### src/rtl/irq_stat_pkg.sv
package irq_stat_pkg;
  localparam int NORM_W  = 5;
  localparam int ABN_W   = 3;
  localparam int CAUSE_W = NORM_W + ABN_W;
  localparam int REG_W   = CAUSE_W + 2;

  // cause positions (software-visible encoding)
  localparam int B_TX_DONE  = 0;
  localparam int B_RX_DONE  = 1;
  localparam int B_TX_EARLY = 2;
  localparam int B_RX_EARLY = 3;
  localparam int B_TIMER    = 4;
  localparam int B_TX_UFLOW = 5;
  localparam int B_BUF_LOST = 6;
  localparam int B_BUS_ERR  = 7;
  localparam int B_NSUM     = 8;
  localparam int B_ASUM     = 9;

  // threshold compare: zero threshold disables, strict greater-than
  function automatic logic early_hit(input logic [31:0] cnt, input logic [31:0] thr);
    return (thr != 32'd0) && (cnt > thr);
  endfunction

  // any status bit that is also enabled
  function automatic logic any_masked(input logic [CAUSE_W-1:0] st,
                                      input logic [CAUSE_W-1:0] en);
    return |(st & en);
  endfunction
endpackage

### src/rtl/irq_edge_events.sv
module irq_edge_events #(
  parameter int CNT_W = 12
) (
  input  logic             clk,
  input  logic             rst,
  input  logic             rx_buf_avail,
  input  logic [CNT_W-1:0] rx_byte_cnt,
  input  logic [CNT_W-1:0] thresh,
  output logic             buf_lost_o,
  output logic             early_o
);
  import irq_stat_pkg::*;

  logic avail_q;
  logic hit_q;
  logic hit_now;

  assign hit_now    = early_hit(32'(rx_byte_cnt), 32'(thresh));
  assign buf_lost_o = avail_q & ~rx_buf_avail;
  assign early_o    = hit_now & ~hit_q;

  always_ff @(posedge clk) begin
    if (rst) begin
      avail_q <= 1'b0;
      hit_q   <= 1'b0;
    end else begin
      avail_q <= rx_buf_avail;
      hit_q   <= hit_now;
    end
  end
endmodule

### src/rtl/irq_w1c_bank.sv
module irq_w1c_bank #(
  parameter int W = 8
) (
  input  logic         clk,
  input  logic         rst,
  input  logic [W-1:0] set_i,
  input  logic         clr_en,
  input  logic [W-1:0] clr_i,
  output logic [W-1:0] stat_o
);
  for (genvar i = 0; i < W; i++) begin : g_bit
    logic bit_q;
    logic clr_hit;
    assign clr_hit = clr_en & clr_i[i];
    always_ff @(posedge clk) begin
      if (rst)           bit_q <= 1'b0;
      else if (set_i[i]) bit_q <= 1'b1;
      else if (clr_hit)  bit_q <= 1'b0;
    end
    assign stat_o[i] = bit_q;
  end
endmodule

### src/rtl/irq_summary.sv
module irq_summary (
  input  logic [irq_stat_pkg::CAUSE_W-1:0] stat_i,
  input  logic [irq_stat_pkg::REG_W-1:0]   mask_i,
  output logic                             norm_sum_o,
  output logic                             abn_sum_o,
  output logic                             irq_o
);
  import irq_stat_pkg::*;

  logic [CAUSE_W-1:0] norm_sel;
  logic [CAUSE_W-1:0] abn_sel;

  for (genvar i = 0; i < CAUSE_W; i++) begin : g_sel
    if (i < NORM_W) begin : g_norm
      assign norm_sel[i] = mask_i[i];
      assign abn_sel[i]  = 1'b0;
    end else begin : g_abn
      assign norm_sel[i] = 1'b0;
      assign abn_sel[i]  = mask_i[i];
    end
  end

  assign norm_sum_o = any_masked(stat_i, norm_sel);
  assign abn_sum_o  = any_masked(stat_i, abn_sel);
  assign irq_o      = (norm_sum_o & mask_i[B_NSUM]) | (abn_sum_o & mask_i[B_ASUM]);
endmodule

### src/rtl/irq_status_ctrl.sv
module irq_status_ctrl #(
  parameter int DATA_W = 16,
  parameter int CNT_W  = 12
) (
  input  logic                           clk,
  input  logic                           rst,
  input  logic                           ev_tx_done,
  input  logic                           ev_rx_done,
  input  logic                           ev_tx_loaded,
  input  logic                           ev_timer,
  input  logic                           ev_tx_underflow,
  input  logic                           ev_bus_err,
  input  logic                           rx_buf_avail,
  input  logic [CNT_W-1:0]               rx_byte_cnt,
  input  logic                           sts_wr,
  input  logic                           msk_wr,
  input  logic                           thr_wr,
  input  logic [DATA_W-1:0]              wr_data,
  output logic [irq_stat_pkg::REG_W-1:0] status_o,
  output logic [irq_stat_pkg::REG_W-1:0] mask_o,
  output logic                           irq_o
);
  import irq_stat_pkg::*;

  logic [REG_W-1:0]   mask_q;
  logic [CNT_W-1:0]   thr_q;
  logic [CAUSE_W-1:0] set_vec;
  logic [CAUSE_W-1:0] stat_q;
  logic               buf_lost_ev;
  logic               early_ev;
  logic               tx_early_ev;
  logic               norm_sum;
  logic               abn_sum;

  always_ff @(posedge clk) begin
    if (rst) begin
      mask_q <= '0;
      thr_q  <= '0;
    end else begin
      if (msk_wr) mask_q <= wr_data[REG_W-1:0];
      if (thr_wr) thr_q  <= wr_data[CNT_W-1:0];
    end
  end

  irq_edge_events #(.CNT_W(CNT_W)) u_edges (
    .clk          (clk),
    .rst          (rst),
    .rx_buf_avail (rx_buf_avail),
    .rx_byte_cnt  (rx_byte_cnt),
    .thresh       (thr_q),
    .buf_lost_o   (buf_lost_ev),
    .early_o      (early_ev)
  );

  assign tx_early_ev = ev_tx_loaded & mask_q[B_TX_EARLY];

  always_comb begin
    set_vec             = '0;
    set_vec[B_TX_DONE]  = ev_tx_done;
    set_vec[B_RX_DONE]  = ev_rx_done;
    set_vec[B_TX_EARLY] = tx_early_ev;
    set_vec[B_RX_EARLY] = early_ev;
    set_vec[B_TIMER]    = ev_timer;
    set_vec[B_TX_UFLOW] = ev_tx_underflow;
    set_vec[B_BUF_LOST] = buf_lost_ev;
    set_vec[B_BUS_ERR]  = ev_bus_err;
  end

  irq_w1c_bank #(.W(CAUSE_W)) u_bank (
    .clk    (clk),
    .rst    (rst),
    .set_i  (set_vec),
    .clr_en (sts_wr),
    .clr_i  (wr_data[CAUSE_W-1:0]),
    .stat_o (stat_q)
  );

  irq_summary u_sum (
    .stat_i     (stat_q),
    .mask_i     (mask_q),
    .norm_sum_o (norm_sum),
    .abn_sum_o  (abn_sum),
    .irq_o      (irq_o)
  );

  assign status_o = {abn_sum, norm_sum, stat_q};
  assign mask_o   = mask_q;
endmodule

### config.mk
export PLATFORM = sky130hd
export DESIGN_NAME = irq_status_ctrl
export DESIGN_NICKNAME = d
export VERILOG_FILES = /design/src/rtl/irq_stat_pkg.sv /design/src/rtl/irq_edge_events.sv /design/src/rtl/irq_w1c_bank.sv /design/src/rtl/irq_summary.sv /design/src/rtl/irq_status_ctrl.sv
export SDC_FILE = /design/constraint.sdc
export NUM_CORES = 1
export LEC_CHECK = 0
export ABC_AREA = 1
export BUFFER_PORTS_ARGS = -buffer_cell sky130_fd_sc_hd__buf_2
export CORE_MARGIN = 2
export CORE_UTILIZATION = 49
export DETAILED_ROUTE_END_ITERATION = 8
export PLACE_DENSITY = 0.8
export SKIP_LAST_GASP = 1
export SLEW_MARGIN = 20
export SYNTH_ARGS = -nofsm -noshare
export SYNTH_HDL_FRONTEND = slang
export SYNTH_SLANG_ARGS = --single-unit
### constraint.sdc
create_clock -name clk -period 1.7 [get_ports clk]
set_input_delay 0.17 -clock clk [delete_from_list [all_inputs] [get_ports clk]]
set_output_delay 0.17 -clock clk [all_outputs]
set_load 0.01 [all_outputs]
Yosys cells after proc, flatten, opt, wreduce, memory -nomap -nowiden
Index checks and enable logic that the tools add are counted.

Register bits: 32. Output and inout bits: 21. Word-level logic and storage cells: 59. Input bits: 40.

Order comparisons: 1. Reductions and logical operators: 12. Muxes and demuxes: 16. Bitwise logic cells: 18.

Operators by type and width (number): $mux 1 (16); $reduce_bool 2->1 (8); $reduce_or 8->1 (2); $and 1x1->1 (13); $gt 12x12->1 (1); $reduce_bool 12->1 (1); $and 8x5->8 (1); $and 8x8->8 (1); $not 1->1 (2); $logic_and 1x1->1 (1); $or 1x1->1 (1).

Depth between registers and ports, before layout
Depth after elaboration: 4. Gate-level depth with buffers: 11. Depth with buffers taken out: 11.

Modules after synthesis
Synthesis repeated with hierarchy kept, for this count alone.

Cell total of the unflattened synthesis: 278. Area total of the unflattened synthesis: 1779.2 µm².

By module, submodules not included: irq_status_ctrl (area each 889.6 µm², cells an instance 133, times used 1); irq_edge_events (area each 461.7 µm², cells an instance 79, times used 1); irq_w1c_bank (area each 359.1 µm², cells an instance 50, times used 1); irq_summary (area each 68.8 µm², cells an instance 16, times used 1).

Worst setup path before layout
Ideal clock, no wire load.

Kind: flip-flop to flip-flop. Start point: register thr_q[11]. End point: register u_edges.hit_q. Buffers on the path: 0. Data arrival time: 1130 ps. Period minus slack after synthesis: 1245 ps. Path slack: 455 ps. Cell stages (with the launch flop): 7. Cell sequence: dfxtp_1 -> inv_1 -> ha_1 -> a21o_1 -> nor2_1 -> nand3_2 -> and2_1.

Cells in the longest elaborated chain, start to end: 2. Elaborated cells on any way between the ends: 3. Those cells by class: order compare (1); reduce/logical (2).

RTL lines: start, declared (RTL line irq_status_ctrl.sv:26) `logic [CNT_W-1:0] thr_q;`; start signal, assigned (RTL line irq_status_ctrl.sv:41) `if (thr_wr) thr_q <= wr_data[CNT_W-1:0];`; $gt 12x12->1 or $reduce_bool 12->1 (tied branches) (RTL line irq_stat_pkg.sv:21) `return (thr != 32'd0) && (cnt > thr);`; $logic_and 1x1->1 * (RTL line irq_stat_pkg.sv:21); end signal, assigned (RTL line irq_edge_events.sv:28) `hit_q <= hit_now;`; end, declared (RTL line irq_edge_events.sv:15) `logic hit_q;`.

Every way passes the cells marked *; elsewhere a longest branch is shown, timed or not. A chain may end at the register's enable or synchronous reset.

Worst setup path in the final report
Start point: register u_bank.g_bit[3].bit_q. End point: output irq_o.

Cells in the longest elaborated chain, start to end: 4. Elaborated cells on any way between the ends: 7. Those cells by class: bitwise (5); reduce/logical (2).

RTL lines: start, declared (RTL line irq_w1c_bank.sv:12) `logic bit_q;`; start signal, assigned (RTL line irq_w1c_bank.sv:16) `if (rst) bit_q <= 1'b0;`; start signal, assigned (RTL line irq_w1c_bank.sv:17) `else if (set_i[i]) bit_q <= 1'b1;`; start signal, assigned (RTL line irq_w1c_bank.sv:18) `else if (clr_hit) bit_q <= 1'b0;`; $and 8x5->8 or $and 8x8->8 (tied branches) (RTL line irq_stat_pkg.sv:27) `return |(st & en);`; $reduce_or 8->1 (RTL line irq_stat_pkg.sv:27); $and 1x1->1 (RTL line irq_summary.sv:25) `assign irq_o = (norm_sum_o & mask_i[B_NSUM]) | (abn_sum_o & mask_i[B_ASUM]);`; $or 1x1->1 * (RTL line irq_summary.sv:25); end, declared (RTL line irq_status_ctrl.sv:21) `output logic irq_o`.

Marks and branches as above.

==> impl_results.md <==
* Longest Clk Path Bufs at 2
* RSZ-0062 raised after global routing: no
* Hold Crit Class: in2reg
* Crit Path Class: reg2out
* Starting density of the core at 0.5236
* Vias in the first global route at 1253
* Most used cell along the critical path: nand2_1
* Final core utilization at 0.6092
* Vias/cell at between 4 and 5
* IO Port Bufs at 56
* Critical Path Sink Type: primary output
* DIE WIDTH at 61.82 µm
* Grt ovf at 0
* Ys flop type: dfxtp_1
* GRT Total Usage at 0.2041
* Post-synthesis register bit count at 32
* Num ports at 61
* YS warnings at 0
* Maximum VDD drop at 0.5958 mV
* WP data arrival at 1.32 ns
* Worst-Skew Late Latency at 0.33 ns
* Max H-tree Level at 2
* Post-synthesis cell type count at 22
* Critical path's largest stage delay at 0.34 ns
* Slew HR at 0.8146
* Share of the synthesized area in the top cell type at 0.3911
* DRT antenna net count at 0
* CP max-delay cell: dfxtp_1
* Core Rows at 20
* Share of layout cells above drive strength 1 at 0.2575
* Final setup skew at 0.005295 ns
* Status: completed
* Largest cells by area after synthesis: dfxtp_1 39%, ha_1 9.2%, a21oi_1 8.3%
* Nets at 319
* Vias at 1486
* Fmax at 671.1 MHz
* Area after DPL at between 1500 and 2000 µm²
* DP HPWL at 2.722 mm
* Ys async rst share at 0
* First-pass GRT wire length at ~5.5 mm
* Worst-path clk slew at ~0.09 ns
* Reg area at 640.6 µm²
* Sum Neg Setup Slack at 0 ns
* Footprint of the multi-input gates at 735.7 µm²
* Pin count of the biggest net entering global routing at 25
* Diodes inserted at 0
* Core ar. at about 3100 µm²
* Slew Limit Fails at 0
* Tmin final at 1.490 ns
* DRC at 0
* Area of the die at 3821 µm²
* Drt pass-1 iters at 4
* CTS tree: built
* PwrDens at 845.7 nW/µm²
* Gate Count Post-Synth at 220
* First DRT Iteration DRCs at 35
* CTS Hold Bufs at 0
* Setup-failing EPs final at 0
* Post-cts resize count at 0
* Synth area leader: dfxtp_1
* Synthesized area at 1638 µm²
* Clk root buf: clkbuf_4
* WL final at 3.479 mm
* Tcrit/Tclk final at 0.8766
* Die Ht at 61.82 µm
* Clock tree sinks at 32
* Static leakage at 0.001005 µW
* Required time of the critical path at ~1.5 ns
* CP Max Fanout at 3
* Place WS at 0.3650 ns
* Num CTS Buffers at 5
* Maximum Capacitance Violations at 0
* Startpoint Class: register
* Syn_area_per_cell at 7.445 µm²
* Post-synth EDFFs at 0
* Syn_nets at about 270
* Initial antenna violation count at 0
* Placer Congestion at 0.7609
* Final-report hold violation count at 0
* Final Cell Area at 1906 µm²
* Sequential area share after synthesis at 0.3911
* # fillers at 310
* Per-cell routed wire length at 11.15 µm
* Slew @ Worst Pin at 0.2781 ns
* Synthesis-to-finish area growth at 16.35%
* Final worst slack at 0.2098 ns
* CP Cell Sequence: a22o_1 > nor2_1 > nand2_1 > nand2_1 > nand2_1 > buf_2
* Post-CTS Setup Inserts at 0
* Synth cell count leaders: 32 x dfxtp_1, 32 x nand2_1, 31 x inv_1, 27 x a21oi_1, 25 x nor2_1
## per-layer routing
| layer | routed length (µm) | share of wire | GRT usage | vias to the layer above |
|---|---|---|---|---|
| met2 | 1525 | 0.44 | 0.3203 | 45 |
| met3 | 210 | 0.060 | 0.06625 | 5 |
| met4 | 38 | 0.011 | 0.08207 | 0 |
| li1 | - | - | - | 796 |
| met1 | 1705 | 0.49 | 0.2603 | 640 |
| met5 | 0 | 0 | 0 | - |
## layout by cell type, fill, tap and decap left out, drive strengths merged
master,instances
a22o,2
and2,1
nand4,1
dfxtp,32
a21o,1
nand2,33
buf,56
clkbuf,8
nor2,27
o21ai,27
a21oi,27
nand3,7
ha,12
inv,34
## path summary, 6_finish.rpt
path	slack [ns]	endpoint	startpoint	cells after the start
min	0.05	u_bank.g_bit[5].bit_q	ev_tx_underflow	3
max	0.21	irq_o	u_bank.g_bit[3].bit_q	6
min reg2reg	0.45	u_bank.g_bit[6].bit_q	u_edges.avail_q	2
max reg2reg	0.35	u_bank.g_bit[3].bit_q	thr_q[11]	7
## worst max-delay path, delay by kind of cell, from the launching register on
family                 cells  cell delay, ns
buffers and inverters      1            0.13
DFF                        1            0.34
AOI/OAI and AO/OA          1            0.24
and+or+nand+nor            4            0.28
## per-stage QoR
| step | std cells | total power, µW | hold slack, ns |
|---|---|---|---|
| final | 312 | 1612 | 0.04521 |
| after detailed placement | 304 | 1183 | 0.3899 |
| after floorplan | 220 | 1090 | 0.2874 |
| after global placement | 304 | 1172 | 0.3806 |
| after CTS | 312 | 1627 | 0.04017 |
| after global routing | 312 | 1721 | 0.04411 |
## area by class of cell
| cell class | count | share of cell area |
|---|---|---|
| inverter | 34 | 0.07091 |
| clock buffer | 8 | 0.03086 |
| multi-input combinational | 138 | 0.3861 |
| tap | 44 | 0.02889 |
| sequential | 32 | 0.3362 |
| timing repair buffer | 56 | 0.1471 |
## logic make-up after synthesis
| family | share of synthesized area |
|---|---|
| AND/OR/NAND/NOR | 0.1772 |
| AO/OA/AOI/OAI | 0.1803 |
| buffers and inverters | 0.1597 |
| flip-flops | 0.3911 |
| adder cells (fa/ha/maj) | 0.09167 |
## state kept, by name, summed over array words and instances, names as in the netlist
register	count
u_edges.hit_q	1
u_bank.g_bit.bit_q	8
thr_q	12
u_edges.avail_q	1
mask_o	10
## power by group
part | switching (µW) | internal, µW
Combinational | 184 | 139
Sequential | 37.3 | 805
Clock | 243 | 204
Note: power is estimated with default switching activity, not from simulation.
